$ cat config.mk
export PLATFORM = sky130hd
export DESIGN_NAME = noise_channel
export DESIGN_NICKNAME = d
export VERILOG_FILES = /design/src/rtl/noise_pkg.sv /design/src/rtl/noise_timer.sv /design/src/rtl/noise_lfsr.sv /design/src/rtl/noise_channel.sv
export SDC_FILE = /design/constraint.sdc
export NUM_CORES = 1
export LEC_CHECK = 0
export BUFFER_PORTS_ARGS = -buffer_cell sky130_fd_sc_hd__buf_4
export CORE_UTILIZATION = 60
export CTS_BUF_LIST = sky130_fd_sc_hd__clkbuf_4 sky130_fd_sc_hd__clkbuf_8 sky130_fd_sc_hd__clkbuf_16
export CTS_CLUSTER_DIAMETER = 150
export CTS_CLUSTER_SIZE = 25
export DETAILED_ROUTE_END_ITERATION = 8
export PLACE_DENSITY_LB_ADDON = 0.05
export SLEW_MARGIN = 20
export SYNTH_ARGS = -nofsm -noshare
export SYNTH_HDL_FRONTEND = slang
export SYNTH_SLANG_ARGS = --single-unit
$ cat constraint.sdc
create_clock -name clk -period 4.82 [get_ports clk]
set_input_delay 0.482 -clock clk [delete_from_list [all_inputs] [get_ports clk]]
set_output_delay 0.482 -clock clk [all_outputs]
set_load 0.02 [all_outputs]
$ cat src/rtl/noise_pkg.sv
package noise_pkg;

  localparam int LFSR_W    = 15;
  localparam int PER_W     = 12;
  localparam int IDX_W     = 4;
  localparam int CTRL_W    = 8;
  localparam int MODE_BIT  = 7;
  localparam int TAP_LONG  = 1;
  localparam int TAP_SHORT = 6;

  // Timer period in ticks for a region and index.
  function automatic logic [PER_W-1:0] period_of(input logic region,
                                                 input logic [IDX_W-1:0] idx);
    logic [PER_W-1:0] p;
    if (!region) begin
      case (idx)
        4'd0:  p = 12'd4;
        4'd1:  p = 12'd8;
        4'd2:  p = 12'd16;
        4'd3:  p = 12'd32;
        4'd4:  p = 12'd64;
        4'd5:  p = 12'd96;
        4'd6:  p = 12'd128;
        4'd7:  p = 12'd160;
        4'd8:  p = 12'd202;
        4'd9:  p = 12'd254;
        4'd10: p = 12'd380;
        4'd11: p = 12'd508;
        4'd12: p = 12'd762;
        4'd13: p = 12'd1016;
        4'd14: p = 12'd2034;
        default: p = 12'd4068;
      endcase
    end else begin
      case (idx)
        4'd0:  p = 12'd4;
        4'd1:  p = 12'd8;
        4'd2:  p = 12'd14;
        4'd3:  p = 12'd30;
        4'd4:  p = 12'd60;
        4'd5:  p = 12'd88;
        4'd6:  p = 12'd118;
        4'd7:  p = 12'd148;
        4'd8:  p = 12'd188;
        4'd9:  p = 12'd236;
        4'd10: p = 12'd354;
        4'd11: p = 12'd472;
        4'd12: p = 12'd708;
        4'd13: p = 12'd944;
        4'd14: p = 12'd1890;
        default: p = 12'd3778;
      endcase
    end
    return p;
  endfunction

  // One advance: feedback from bit 0 and the chosen tap, shift right, insert at top.
  function automatic logic [LFSR_W-1:0] lfsr_advance(input logic [LFSR_W-1:0] s,
                                                     input logic short_mode);
    logic fb;
    fb = s[0] ^ (short_mode ? s[TAP_SHORT] : s[TAP_LONG]);
    return {fb, s[LFSR_W-1:1]};
  endfunction

endpackage

$ cat src/rtl/noise_timer.sv
module noise_timer
  import noise_pkg::*;
(
  input  logic             clk,
  input  logic             rst_n,
  input  logic             tick_en,
  input  logic [PER_W-1:0] period,
  output logic             fire
);

  logic [PER_W-1:0] cnt;
  logic             at_zero;

  assign at_zero = (cnt == '0);
  assign fire    = tick_en && at_zero;

  always_ff @(posedge clk or negedge rst_n) begin
    if (!rst_n) begin
      cnt <= '0;
    end else if (tick_en) begin
      if (at_zero) cnt <= period - PER_W'(1);
      else         cnt <= cnt - PER_W'(1);
    end
  end

  // no tick, no movement of the count
  assert_hold_without_tick_R7: assert property (@(posedge clk) disable iff (!rst_n)
    !tick_en |=> $stable(cnt));

  // the reload takes the period present at the reload edge
  assert_reload_value_R8: assert property (@(posedge clk) disable iff (!rst_n)
    fire |=> (cnt == $past(period) - PER_W'(1)));

endmodule

$ cat src/rtl/noise_lfsr.sv
module noise_lfsr
  import noise_pkg::*;
#(
  parameter bit IGNORE_MODE = 1'b0
) (
  input  logic              clk,
  input  logic              rst_n,
  input  logic              step,
  input  logic              mode,
  output logic [LFSR_W-1:0] state
);

  logic mode_eff;

  generate
    if (IGNORE_MODE) begin : g_legacy
      wire unused_mode = mode;
      assign mode_eff = 1'b0;
    end else begin : g_modal
      assign mode_eff = mode;
    end
  endgenerate

  always_ff @(posedge clk or negedge rst_n) begin
    if (!rst_n)    state <= LFSR_W'(1);
    else if (step) state <= lfsr_advance(state, mode_eff);
  end

  // a register seeded with 1 never reaches all zeros
  assert_never_zero_R2: assert property (@(posedge clk) disable iff (!rst_n)
    state != '0);

  // the lower bits are the old upper bits after an advance
  assert_shift_right_R2: assert property (@(posedge clk) disable iff (!rst_n)
    step |=> (state[LFSR_W-2:0] == $past(state[LFSR_W-1:1])));

  // no advance without a timer event
  assert_idle_R7: assert property (@(posedge clk) disable iff (!rst_n)
    !step |=> $stable(state));

  generate
    if (IGNORE_MODE) begin : g_chk_legacy
      // the legacy variant always uses the long tap
      assert_legacy_tap_R11: assert property (@(posedge clk) disable iff (!rst_n)
        step |=> (state[LFSR_W-1] == ($past(state[0]) ^ $past(state[TAP_LONG]))));
    end else begin : g_chk_modal
      // short mode feeds back bit 0 with bit 6
      assert_short_tap_R3: assert property (@(posedge clk) disable iff (!rst_n)
        (step && mode) |=> (state[LFSR_W-1] == ($past(state[0]) ^ $past(state[TAP_SHORT]))));
    end
  endgenerate

endmodule

$ cat src/rtl/noise_channel.sv
module noise_channel
  import noise_pkg::*;
#(
  parameter int VOL_W       = 4,
  parameter bit IGNORE_MODE = 1'b0
) (
  input  logic              clk,
  input  logic              rst_n,
  input  logic              tick_en,
  input  logic              wr_en,
  input  logic [CTRL_W-1:0] wr_data,
  input  logic              region_sel,
  input  logic [VOL_W-1:0]  volume,
  input  logic              len_zero,
  output logic [VOL_W-1:0]  sample
);

  logic              mode_q;
  logic [IDX_W-1:0]  idx_q;
  logic [PER_W-1:0]  period_sel;
  logic              shift_evt;
  logic [LFSR_W-1:0] lfsr_state;
  logic              muted;

  wire unused_ctrl = ^wr_data[MODE_BIT-1:IDX_W];

  always_ff @(posedge clk or negedge rst_n) begin
    if (!rst_n) begin
      mode_q <= 1'b0;
      idx_q  <= '0;
    end else if (wr_en) begin
      mode_q <= wr_data[MODE_BIT];
      idx_q  <= wr_data[IDX_W-1:0];
    end
  end

  assign period_sel = period_of(region_sel, idx_q);

  noise_timer u_timer (
    .clk     (clk),
    .rst_n   (rst_n),
    .tick_en (tick_en),
    .period  (period_sel),
    .fire    (shift_evt)
  );

  noise_lfsr #(.IGNORE_MODE(IGNORE_MODE)) u_lfsr (
    .clk   (clk),
    .rst_n (rst_n),
    .step  (shift_evt),
    .mode  (mode_q),
    .state (lfsr_state)
  );

  assign muted  = lfsr_state[0] | len_zero;
  assign sample = muted ? '0 : volume;

  // a nonzero sample means the channel is open and carries the volume
  assert_open_passes_volume_R10: assert property (@(posedge clk) disable iff (!rst_n)
    (sample != '0) |-> (!len_zero && !lfsr_state[0] && sample == volume));

  // a write lands in the control state on the next cycle
  assert_write_capture_R9: assert property (@(posedge clk) disable iff (!rst_n)
    wr_en |=> (mode_q == $past(wr_data[MODE_BIT]) && idx_q == $past(wr_data[IDX_W-1:0])));

endmodule

# Word level (Yosys, flattened, before mapping)
# Memory sizes are Yosys's and may differ from the RTL's.
# Cells that the tools add are included.
dict set report word_totals {
  regBits 32
  rom_bits 352
  inputBits 18
  out_inout_bits 4
  elab_cells 16
  memories 2
}
# memory words width rd rd_ports_with_merged_regs write_ports line_no
set mem_list {}
lappend mem_list {{(name not given)} 16 11 1 0 0 noise_pkg.sv:16} ;# case (idx)
lappend mem_list {{(name not given)} 16 11 1 0 0 noise_pkg.sv:35} ;# case (idx)
dict set report op_classes {
  n_addsub 2
  n_mux 4
  bitwise 2
  n_reduce_logical 2
}
# op count
set ops {}
lappend ops {{$mux W12} 2}
lappend ops {{$sub A12 B1 Y12 const B} 2}
lappend ops {{$logic_not A12 Y1} 1}
lappend ops {{$mux W4} 1}
lappend ops {{$logic_and A1 B1 Y1} 1}
lappend ops {{$mux W1} 1}
lappend ops {{$or A1 B1 Y1} 1}
lappend ops {{$xor A1 B1 Y1} 1}

# Logic depth before layout (Yosys ltp)
# Gate-level depths: netlist (run 1).
# An unclocked memory read counts as a cell.
dict set report depth {
  depth_word 4
  mapped_depth 13
  mapped_depth_nobuf 13
}

# Modules after synthesis
# From an unflattened synthesis (run 1), not the netlist that was laid out.
dict set report hier_totals {
  cells_unflattened 231
  area_unflattened_um2 2214.6
}
# module n_inst cells_per_inst area_each_um2 seq_area_each_um2
set modules_own_cells {}
lappend modules_own_cells {noise_timer 1 108 958.4 300.3}
lappend modules_own_cells {noise_channel 1 89 671.9 125.1}
lappend modules_own_cells {noise_lfsr 1 34 584.3 376.6}

# Worst setup path before layout (run 1)
# Ideal clock, no wire load.
dict set report synth_path {
  path_type {reg2reg}
  startpoint {register u_timer.cnt[9]}
  endpoint {register u_timer.cnt[6]}
  setup_ps 125
  t_arrival_ps 2628
  required_time_ps 4695
  slack_ps 2068
  path_stages_with_launch 12
  n_path_buf 0
  synth_period_minus_slack_ps 2752
  cell_sequence {dfrtp_1 -> or4_4 -> nor4_4 -> nand2_1 -> nor2_1 -> nor2_1 -> ha_1 -> a311o_1 -> o2111a_2 -> and3_4 -> xnor2_1 -> mux2_2}
}
dict set report synth_between {
  elab_chain_len 2
}
# item line_no
set synth_rtl {}
lappend synth_rtl {{start, declared} noise_timer.sv:11} ;# logic [PER_W-1:0] cnt;
lappend synth_rtl {{start signal, assigned} noise_timer.sv:21} ;# if (at_zero) cnt <= period - PER_W'(1);
lappend synth_rtl {{start signal, assigned} noise_timer.sv:22} ;# else cnt <= cnt - PER_W'(1);
lappend synth_rtl {{$logic_not A12 Y1} noise_timer.sv:14} ;# assign at_zero = (cnt == '0);
lappend synth_rtl {{$mux W12} noise_timer.sv:21}
# No other way between the ends.
# A chain may end at the register's enable or synchronous reset.

# Worst setup path after layout (run 1)
dict set report layout_path {
  startpoint {register idx_q[1]}
  endpoint {register u_timer.cnt[11]}
}
dict set report layout_between {
  elab_chain_len 4
  word_cells_on_any_way 5
  classes_between {1 x add/sub; 2 x mux; 2 x memory}
}
# item line_no
set layout_rtl {}
lappend layout_rtl {{start, declared} noise_channel.sv:19} ;# logic [IDX_W-1:0] idx_q;
lappend layout_rtl {{start signal, assigned} noise_channel.sv:33} ;# idx_q <= wr_data[IDX_W-1:0];
lappend layout_rtl {{$mem_v2 Z16 W11 (on tied branches)} -}
lappend layout_rtl {{$mux W12 (*)} noise_pkg.sv:15} ;# if (!region) begin
lappend layout_rtl {{$sub A12 B1 Y12 (*)} noise_timer.sv:21}
lappend layout_rtl {{$mux W12 (*)} noise_timer.sv:21}
# Every way passes the cells marked *; elsewhere a longest branch is shown, timed or not.

==> impl_results.md, run 1 <==
* Max_slew headroom at 0.4603
* Finished Layout Cells at 299
* Post-CTS sizing at 0
* Ant diodes at 0
* CP arrival at around 3.3 ns
* # H-tree levels at 2
* Largest net degree at the start of global routing at 33
* Worst-Skew Late Latency at about 0.28 ns
* Die H at 62.93 um
* Die ar. at 3960 um2
* Setup Viol. Count Final at 0
* Final instance area at 2496 um2
* PortBufs at 18
* Critical-path cell list: inv_1, ha_1, nor3b_1, o21ai_0, a21oi_1, a21boi_0, nor3b_1, nand3_1, xor2_1
* CTS root buf: clkbuf_8
* Aggregate global-route resource usage at 0.2516
* FP Rows at 21
* Final Core Density at 0.7252
* Critical path type: reg2reg
* Post-synth top area share at 0.3483
* Pre-Repair DR Iteration Count at 4
* Reg clk slew, reported paths at 0.07 ns
* Measured slew at the worst slew-check pin at 0.8078 ns
* Total negative setup slack at 0 ns
* Hold Fails Final Rpt at 0
* Crit path max fanout at 14
* YS warnings at 0
* Worst hold path class: in2async
* LEAKAGE at around 1.1 nW
* Crit path capture type: flip-flop
* Combinational Power Share at 0.316
* Post-synthesis cell type count at 54
* Layout cells sized above 1 at 0.2451
* Gpl congestion at about 0.84
* Sequential Power Share at 0.393
* Delay of the slowest critical-path stage at 0.69 ns
* Final period util at 0.6461
* Syn Nets at 266
* Placed instance area at 2370 um2
* CTS Buf Count at 5
* Switching part of the total at 0.3390
* RSZ-0062 raised after global routing: no
* Period minus WS final at 3.114 ns
* Longest Clk Path Bufs at 2
* Post-synth top flop: dfrtp_1
* Synth top area cells: dfrtp_1 (35%), mux2_2 (8.6%), ha_1 (5.1%)
* # Max-Cap Violations at 0
* Async S/R FF share, synth at 1.000
* VDD IR max at roughly 0.36 mV
* # hold bufs at CTS at 0
* PwrDens at between 300 and 400 nW/um2
* Seq/Total Area, Yosys at 0.3601
* Post-detail-place hpwl at 3250 um
* Post-synth EDFFs at 0
* FMAX at 321.1 MHz
* Most used cell, CP: nor3b_1
* Initial antenna violation count at 0
* DRC viols at 0
* Critical path data required time at 4.98 ns
* Syn Area/Cell at 9.319 um2
* 1st-iter DRT viols at 146
* Slew Viols, Final at 0
* Antenna viol nets, final at 0
* First-pass GRT wire length at 7741 um
* Mapped Cells at approximately 240
* Final net count at roughly 280
* Vias at 1805
* Delay-heaviest family, CP: simple AND/OR/NAND/NOR gates
* Inst Count DP at just under 300
* Vias per cell at slightly above 6
* Cell taking the most area after synthesis: dfrtp_1
* Total congestion overflow at 0
* Clock skew at around 0.012 ns
* Psw at about 330 uW
* Routed len/inst at 15.39 um
* Clk sinks at 32
* Clk pwr share at 0.291
* Fillers at 259
* CTS tree: built
* Status: complete, no violations
* Bufs and invs on worst path at 1
* Io pins at 22
* Synthesized area at 2227 um2
* Nature of the critical path startpoint: flip-flop
* Initial Utilization at 0.6470
* CP max-delay cell: nor3b_1
* Overall power at 965.1 uW
* Wirelength, routed at 4601 um
* Internal at roughly 640 uW
* Yosys reg bits at 32
* Chip Width at 62.93 um
* Core Area at roughly 3400 um2
* Post-CTS Setup Repair Bufs at 0
* Area delta synth->final at 12.08%
* Number of global-route vias before repair at 1633
[final timing paths]
path | start | endpoint | slack [ns] | cells past startpoint
max | idx_q[1] | u_timer.cnt[11] | 1.71 | 9
min | rst_n | u_timer.cnt[3] | 0.12 | 1
max reg2reg | idx_q[1] | u_timer.cnt[11] | 1.71 | 9
min reg2reg | u_lfsr.state[13] | u_lfsr.state[12] | 0.49 | 1
max in group asynchronous | rst_n | u_lfsr.state[0] | 4.36 | 1
min in group clk | wr_data[3] | idx_q[3] | 0.41 | 3
[power by group through the flow]
stage / Sequential [mW] / Combinational (mW) / Clock (mW)
5_1_grt: 0.387 / 0.338 / 0.298
2_1_floorplan: 0.356 / 0.252 / 0
6_report: 0.379 / 0.305 / 0.281
3_5_place_dp: 0.381 / 0.302 / 0
4_1_cts: 0.377 / 0.304 / 0.287
3_3_place_gp: 0.380 / 0.294 / 0
[sequential cells by signal, indices dropped and copies added, names as in the netlist]
name / cells
u_timer.cnt: 12
mode_q: 1
u_lfsr.state: 15
idx_q: 4
[worst reg2reg max path: cells and delay by family, from the launching register on]
| family | cells | cell delay [ns] |
|---|---|---|
| AND/OR/NAND/NOR | 3 | 1.06 |
| buffers and inverters | 1 | 0.20 |
| adder cells (fa/ha/maj) | 1 | 0.28 |
| AO/OA/AOI/OAI | 3 | 0.64 |
| flip-flops | 1 | 0.61 |
| XOR/XNOR | 1 | 0.20 |
[synth_stat cells, drive strengths merged, types with 4 or more instances]
library cell,number
nor3,5
nand2,17
o21ai,13
o311ai,4
o211ai,4
a31oi,7
xor2,4
nand3,6
nor2,16
mux2,17
inv,11
nand2b,9
buf,5
or2,4
dfrtp,31
clkbuf,7
ha,9
and2,7
a21oi,16
[metrics by stage]
stage,hold WS (ns),worst slack (ns)
2_1_floorplan,0.1864,2.068
3_3_place_gp,0.4387,1.825
3_5_place_dp,0.4452,1.791
4_1_cts,0.1333,1.750
5_1_grt,0.1531,1.407
6_report,0.1215,1.706
[cells by family after synthesis]
group / Yosys count / share of synthesized area
AND/OR/NAND/NOR: 83 / 0.2264
AO/OA/AOI/OAI: 69 / 0.2118
flip-flops: 32 / 0.3601
buffers and inverters: 23 / 0.04101
multiplexers: 18 / 0.09045
adder cells (fa/ha/maj): 9 / 0.05056
XOR/XNOR: 5 / 0.01966
[metal layers]
layer / vias up / part of all wire / track usage
li1: 900 / - / -
met1: 862 / 0.46 / 0.3439
met2: 35 / 0.49 / 0.4059
met3: 8 / 0.034 / 0.04380
met4: 0 / 0.011 / 0.07267
met5: - / 0 / 0
[cells in the final DEF (no fill, tap or decap), types with 3 or more instances in the layout]
master / n
dfrtp_1: 31
buf_4: 18
nand2_1: 17
mux2_2: 17
a21oi_1: 16
nor2_1: 16
o21ai_0: 13
inv_1: 11
nand2b_1: 9
ha_1: 9
a31oi_1: 7
clkbuf_8: 7
and2_1: 6
nand3_1: 6
nor3_1: 5
or2_2: 4
o311ai_0: 4
o211ai_1: 4
xor2_1: 4
o21bai_1: 3
a21boi_0: 3
[area by class of cell]
class	count	area, um2	area share
clock buffer	7	96.34	0.03860
sequential	32	802.0	0.3213
inverter	11	41.29	0.01654
timing repair buffer	18	135.1	0.05414
tap	46	57.56	0.02306
multi-input combinational	184	1334	0.5343
clock inverter	1	30.03	0.01203
(Power assumes the default switching activity.)
==> run 2, diff against run 1 <==
Settings changed: ABC_AREA set to 1.
Clock period 4.82 ns to 3.3 ns, I/O delays scaled along.
==> run 2 against run 1 <==
  * Sequential share of layout area fell by 1.3 points
  * Count of clock-buffer cells in the layout fell by 2
  * Final cell count rose by 38%
  * Area after synthesis rose by 6.1%
  * Via count rose by 16%
  * Sequential power rose by 37%
  * Global-route usage rose by 0.90 points
  * Register-to-register slack got worse by 0.69 ns
  * Power rose by 60%
  * Worst setup slack got worse by 0.69 ns
  * Largest cell class unchanged
==> impl_results.md, run 2 <==
* Status: complete, no violations
* YS warnings at 0 (unchanged)
* Antenna viol nets, final at 0 (unchanged)
* Hold Fails Final Rpt at 0 (unchanged)
* Delay of the slowest critical-path stage at 0.52 ns (-0.17 ns)
* CTS tree: built
* FMAX at 437.8 MHz (+36%)
* Vias at 2098 (+16%)
* Biggest register: u_lfsr.state
* Crit path capture type: flip-flop
* Mapped Cells at 348 (+46%)
* # Max-Cap Violations at 0 (unchanged)
* CTS Buf Count at 5 (unchanged)
* Yosys reg bits at 32 (unchanged)
* Vias per cell at 5.092 (-16%)
* Overall power at 1.540 mW (+60%)
* Worst hold path class: in2reg
* CTS root buf: clkbuf_8
* Max_slew headroom at 0.6460 (+0.1858)
* Largest net degree at the start of global routing at 33 (unchanged)
* VDD IR max at 0.4290 mV (+21%)
* Delay-heaviest family, CP: simple AND/OR/NAND/NOR gates
* Commonest cells after routing, fill and taps aside: nand2_1 (116), inv_1 (47), nand3_1 (33), o21ai_0 (31), dfrtp_1 (31)
* Clock skew at 0.006703 ns (-0.004921 ns)
* Critical path data required time at 3.49 ns (-1.49 ns)
* Critical-path cell list: inv_1, ha_1, nand2_1, nor2_1, nor2_2, nand2_1, nand2_1, nand2_2, nand2_2, inv_1, nor2_4, nand3_2, nand3_2, nand2_1, nand2_1, nand2_1
* Slew Viols, Final at 0 (unchanged)
* DRC viols at 0 (unchanged)
* RSZ-0062 raised after global routing: no
* Crit path max fanout at 8 (-6)
* Count leader, synth: nand2_1
* Gpl congestion at 0.8749 (+4.4%)
* Post-synth EDFFs at 0 (unchanged)
* Seq/Total Area, Yosys at 0.3395 (-0.02060)
* CP max-delay cell: dfrtp_1
* Placement-stage worst setup slack at 1.041 ns (-0.7501 ns)
* Io pins at 22 (unchanged)
* PwrDens at 592.0 nW/um2 (+53%)
* Post-detail-place hpwl at 3568 um (+9.8%)
* Chip Width at 64.75 um (+2.9%)
* Commonest non-fill, non-tap cell in the layout: nand2_1
* 1st-iter DRT viols at 106 (-27%)
* Final net count at 390 (+40%)
* Worst Setup Slack, final at 1.016 ns (-0.6900 ns)
* Die ar. at 4192 um2 (+5.9%)
* Routed len/inst at 11.88 um (-23%)
* CP arrival at 2.48 ns (-0.79 ns)
* Post-CTS Setup Repair Bufs at 0 (unchanged)
* Bufs and invs on worst path at 2 (+1)
* Post-synth top area share at 0.3284 (-0.01992)
* Synthesized area at 2362 um2 (+6.1%)
* Total negative setup slack at 0 ns (unchanged)
* Critical path type: reg2reg
* Pre-Repair DR Iteration Count at 4 (unchanged)
* Final Core Density at 0.7000 (-0.02519)
* Core Area at 3716 um2 (+8.0%)
* Post-CTS sizing at 0 (unchanged)
* First-pass GRT wire length at 8197 um (+5.9%)
* Reg clk slew, reported paths at 0.07 ns (about the same)
* Async S/R FF share, synth at 1.000 (unchanged)
* Fillers at 320 (+24%)
* Total congestion overflow at 0 (unchanged)
* Initial Utilization at 0.6357 (-0.01135)
* Post-synth top flop: dfrtp_1
* Commonest cells post-synth: nand2_1 (116), inv_1 (47), nand3_1 (33)
* Reg-to-reg slack, setup at 1.02 ns (-0.69 ns)
* PortBufs at 18 (unchanged)
* Wirelength, routed at 4895 um (+6.4%)
* Setup Viol. Count Final at 0 (unchanged)
* Max FFs per register at 15 (unchanged)
* Post-synthesis cell type count at 28 (-48%)
* Measured slew at the worst slew-check pin at 0.5309 ns (-0.2769 ns)
* Longest Clk Path Bufs at 2 (unchanged)
* Number of global-route vias before repair at 1866 (+14%)
* Layout cells sized above 1 at 0.1456 (-0.09945)
* Placed instance area at 2476 um2 (+4.5%)
* # H-tree levels at 2 (unchanged)
* Nature of the critical path startpoint: flip-flop
* Initial antenna violation count at 0 (unchanged)
* Most used cell, CP: nand2_1
* Syn Area/Cell at 6.788 um2 (-27%)
* LEAKAGE at 1.401 nW (+29%)
* Ant diodes at 0 (unchanged)
* Largest regs: u_lfsr.state x15, u_timer.cnt x12, idx_q x4
* FP Rows at 22 (+4.8%)
* Syn Nets at 375 (+41%)
* Cell taking the most area after synthesis: dfrtp_1
* Final period util at 0.6922 (+0.04609)
* Synth top area cells: dfrtp_1 (33%), nand2_1 (18%), inv_1 (7.5%)
* Worst-Skew Late Latency at 0.29 ns (about the same)
* Clk sinks at 32 (unchanged)
* Period minus WS final at 2.284 ns (-0.8300 ns)
* Final instance area at 2601 um2 (+4.2%)
* Aggregate global-route resource usage at 0.2606 (+0.008996)
* Die H at 64.75 um (+2.9%)
* Area delta synth->final at 10.12%
-- run 2: cell types whose count changed in the layout (fill, tap and decap cells not counted), moves of 7 or more --
cell      previous run  this run
a31oi_1              7         0
inv_1               11        47
nand2_2              0         7
a21oi_1             16         7
mux2_2              17         1
nand3_1              6        33
nand2_1             17       116
o21ai_0             13        31
nand2b_1             9         0
-- run 2: final timing paths --
| kind | start | end | depth (start not counted) |
|---|---|---|---|
| worst min-delay path | wr_data[1] | idx_q[1] | 3 |
| max in group asynchronous | rst_n | u_lfsr.state[0] | 2 |
| worst max register to register | idx_q[1] | u_timer.cnt[9] | 16 |
| worst max-delay path | idx_q[1] | u_timer.cnt[9] | 16 |
| min in group asynchronous | rst_n | u_timer.cnt[5] | 2 |
| worst min register to register | u_lfsr.state[4] | u_lfsr.state[4] | 2 |
-- run 2: cell type report --
class	count	area (um2)	area share
clock buffer	5	68.82	0.02646
clock inverter	3	46.29	0.01780
inverter	50	187.7	0.07215
multi-input combinational	255	1291	0.4964
sequential	32	802.0	0.3083
tap	48	60.06	0.02309
timing repair buffer	19	145.1	0.05580
-- run 2: kinds of logic (layout without fill, tap and decap cells) --
logic type,Yosys count,in the layout,synth area share
adder cells (fa/ha/maj),9,9,0.04767
AND/OR/NAND/NOR,201,201,0.3935
multiplexers,1,1,0.004767
AO/OA/AOI/OAI,40,40,0.08580
buffers and inverters,61,77,0.1139
flip-flops,32,32,0.3395
XOR/XNOR,4,4,0.01483
-- run 2: worst min-delay path: stages --
cell and delay (ns):
buf_4 0.08, nand2_1 0.04, o21ai_0 0.05
-- run 2: metrics by stage --
stage | hold slack [ns] | cells
6_report | 0.2385 | 412
5_1_grt | 0.2563 | 412
4_1_cts | 0.2416 | 412
3_5_place_dp | 0.2916 | 403
3_3_place_gp | 0.2894 | 403
2_1_floorplan | 0.03441 | 348
-- run 2: where the power goes --
group | switching, mW | leakage (nW) | internal, mW
registers | 0.0615 | 0.372 | 0.458
clock network | 0.168 | 0.0548 | 0.227
logic | 0.395 | 0.974 | 0.230
-- run 2: layer usage --
metal,part of all wire,up-vias,track usage
met2,0.46,44,0.4232
met1,0.48,930,0.3462
li1,-,1117,-
met4,0.013,0,0.08611
met5,0,-,0
met3,0.040,7,0.05106
-- run 2: what timing repair did --
action / 4_1_cts / 5_1_grt
hold endpoints to repair: 31 / 0
hold buffers: 1 / 0
setup endpoints to repair: 0 / 0
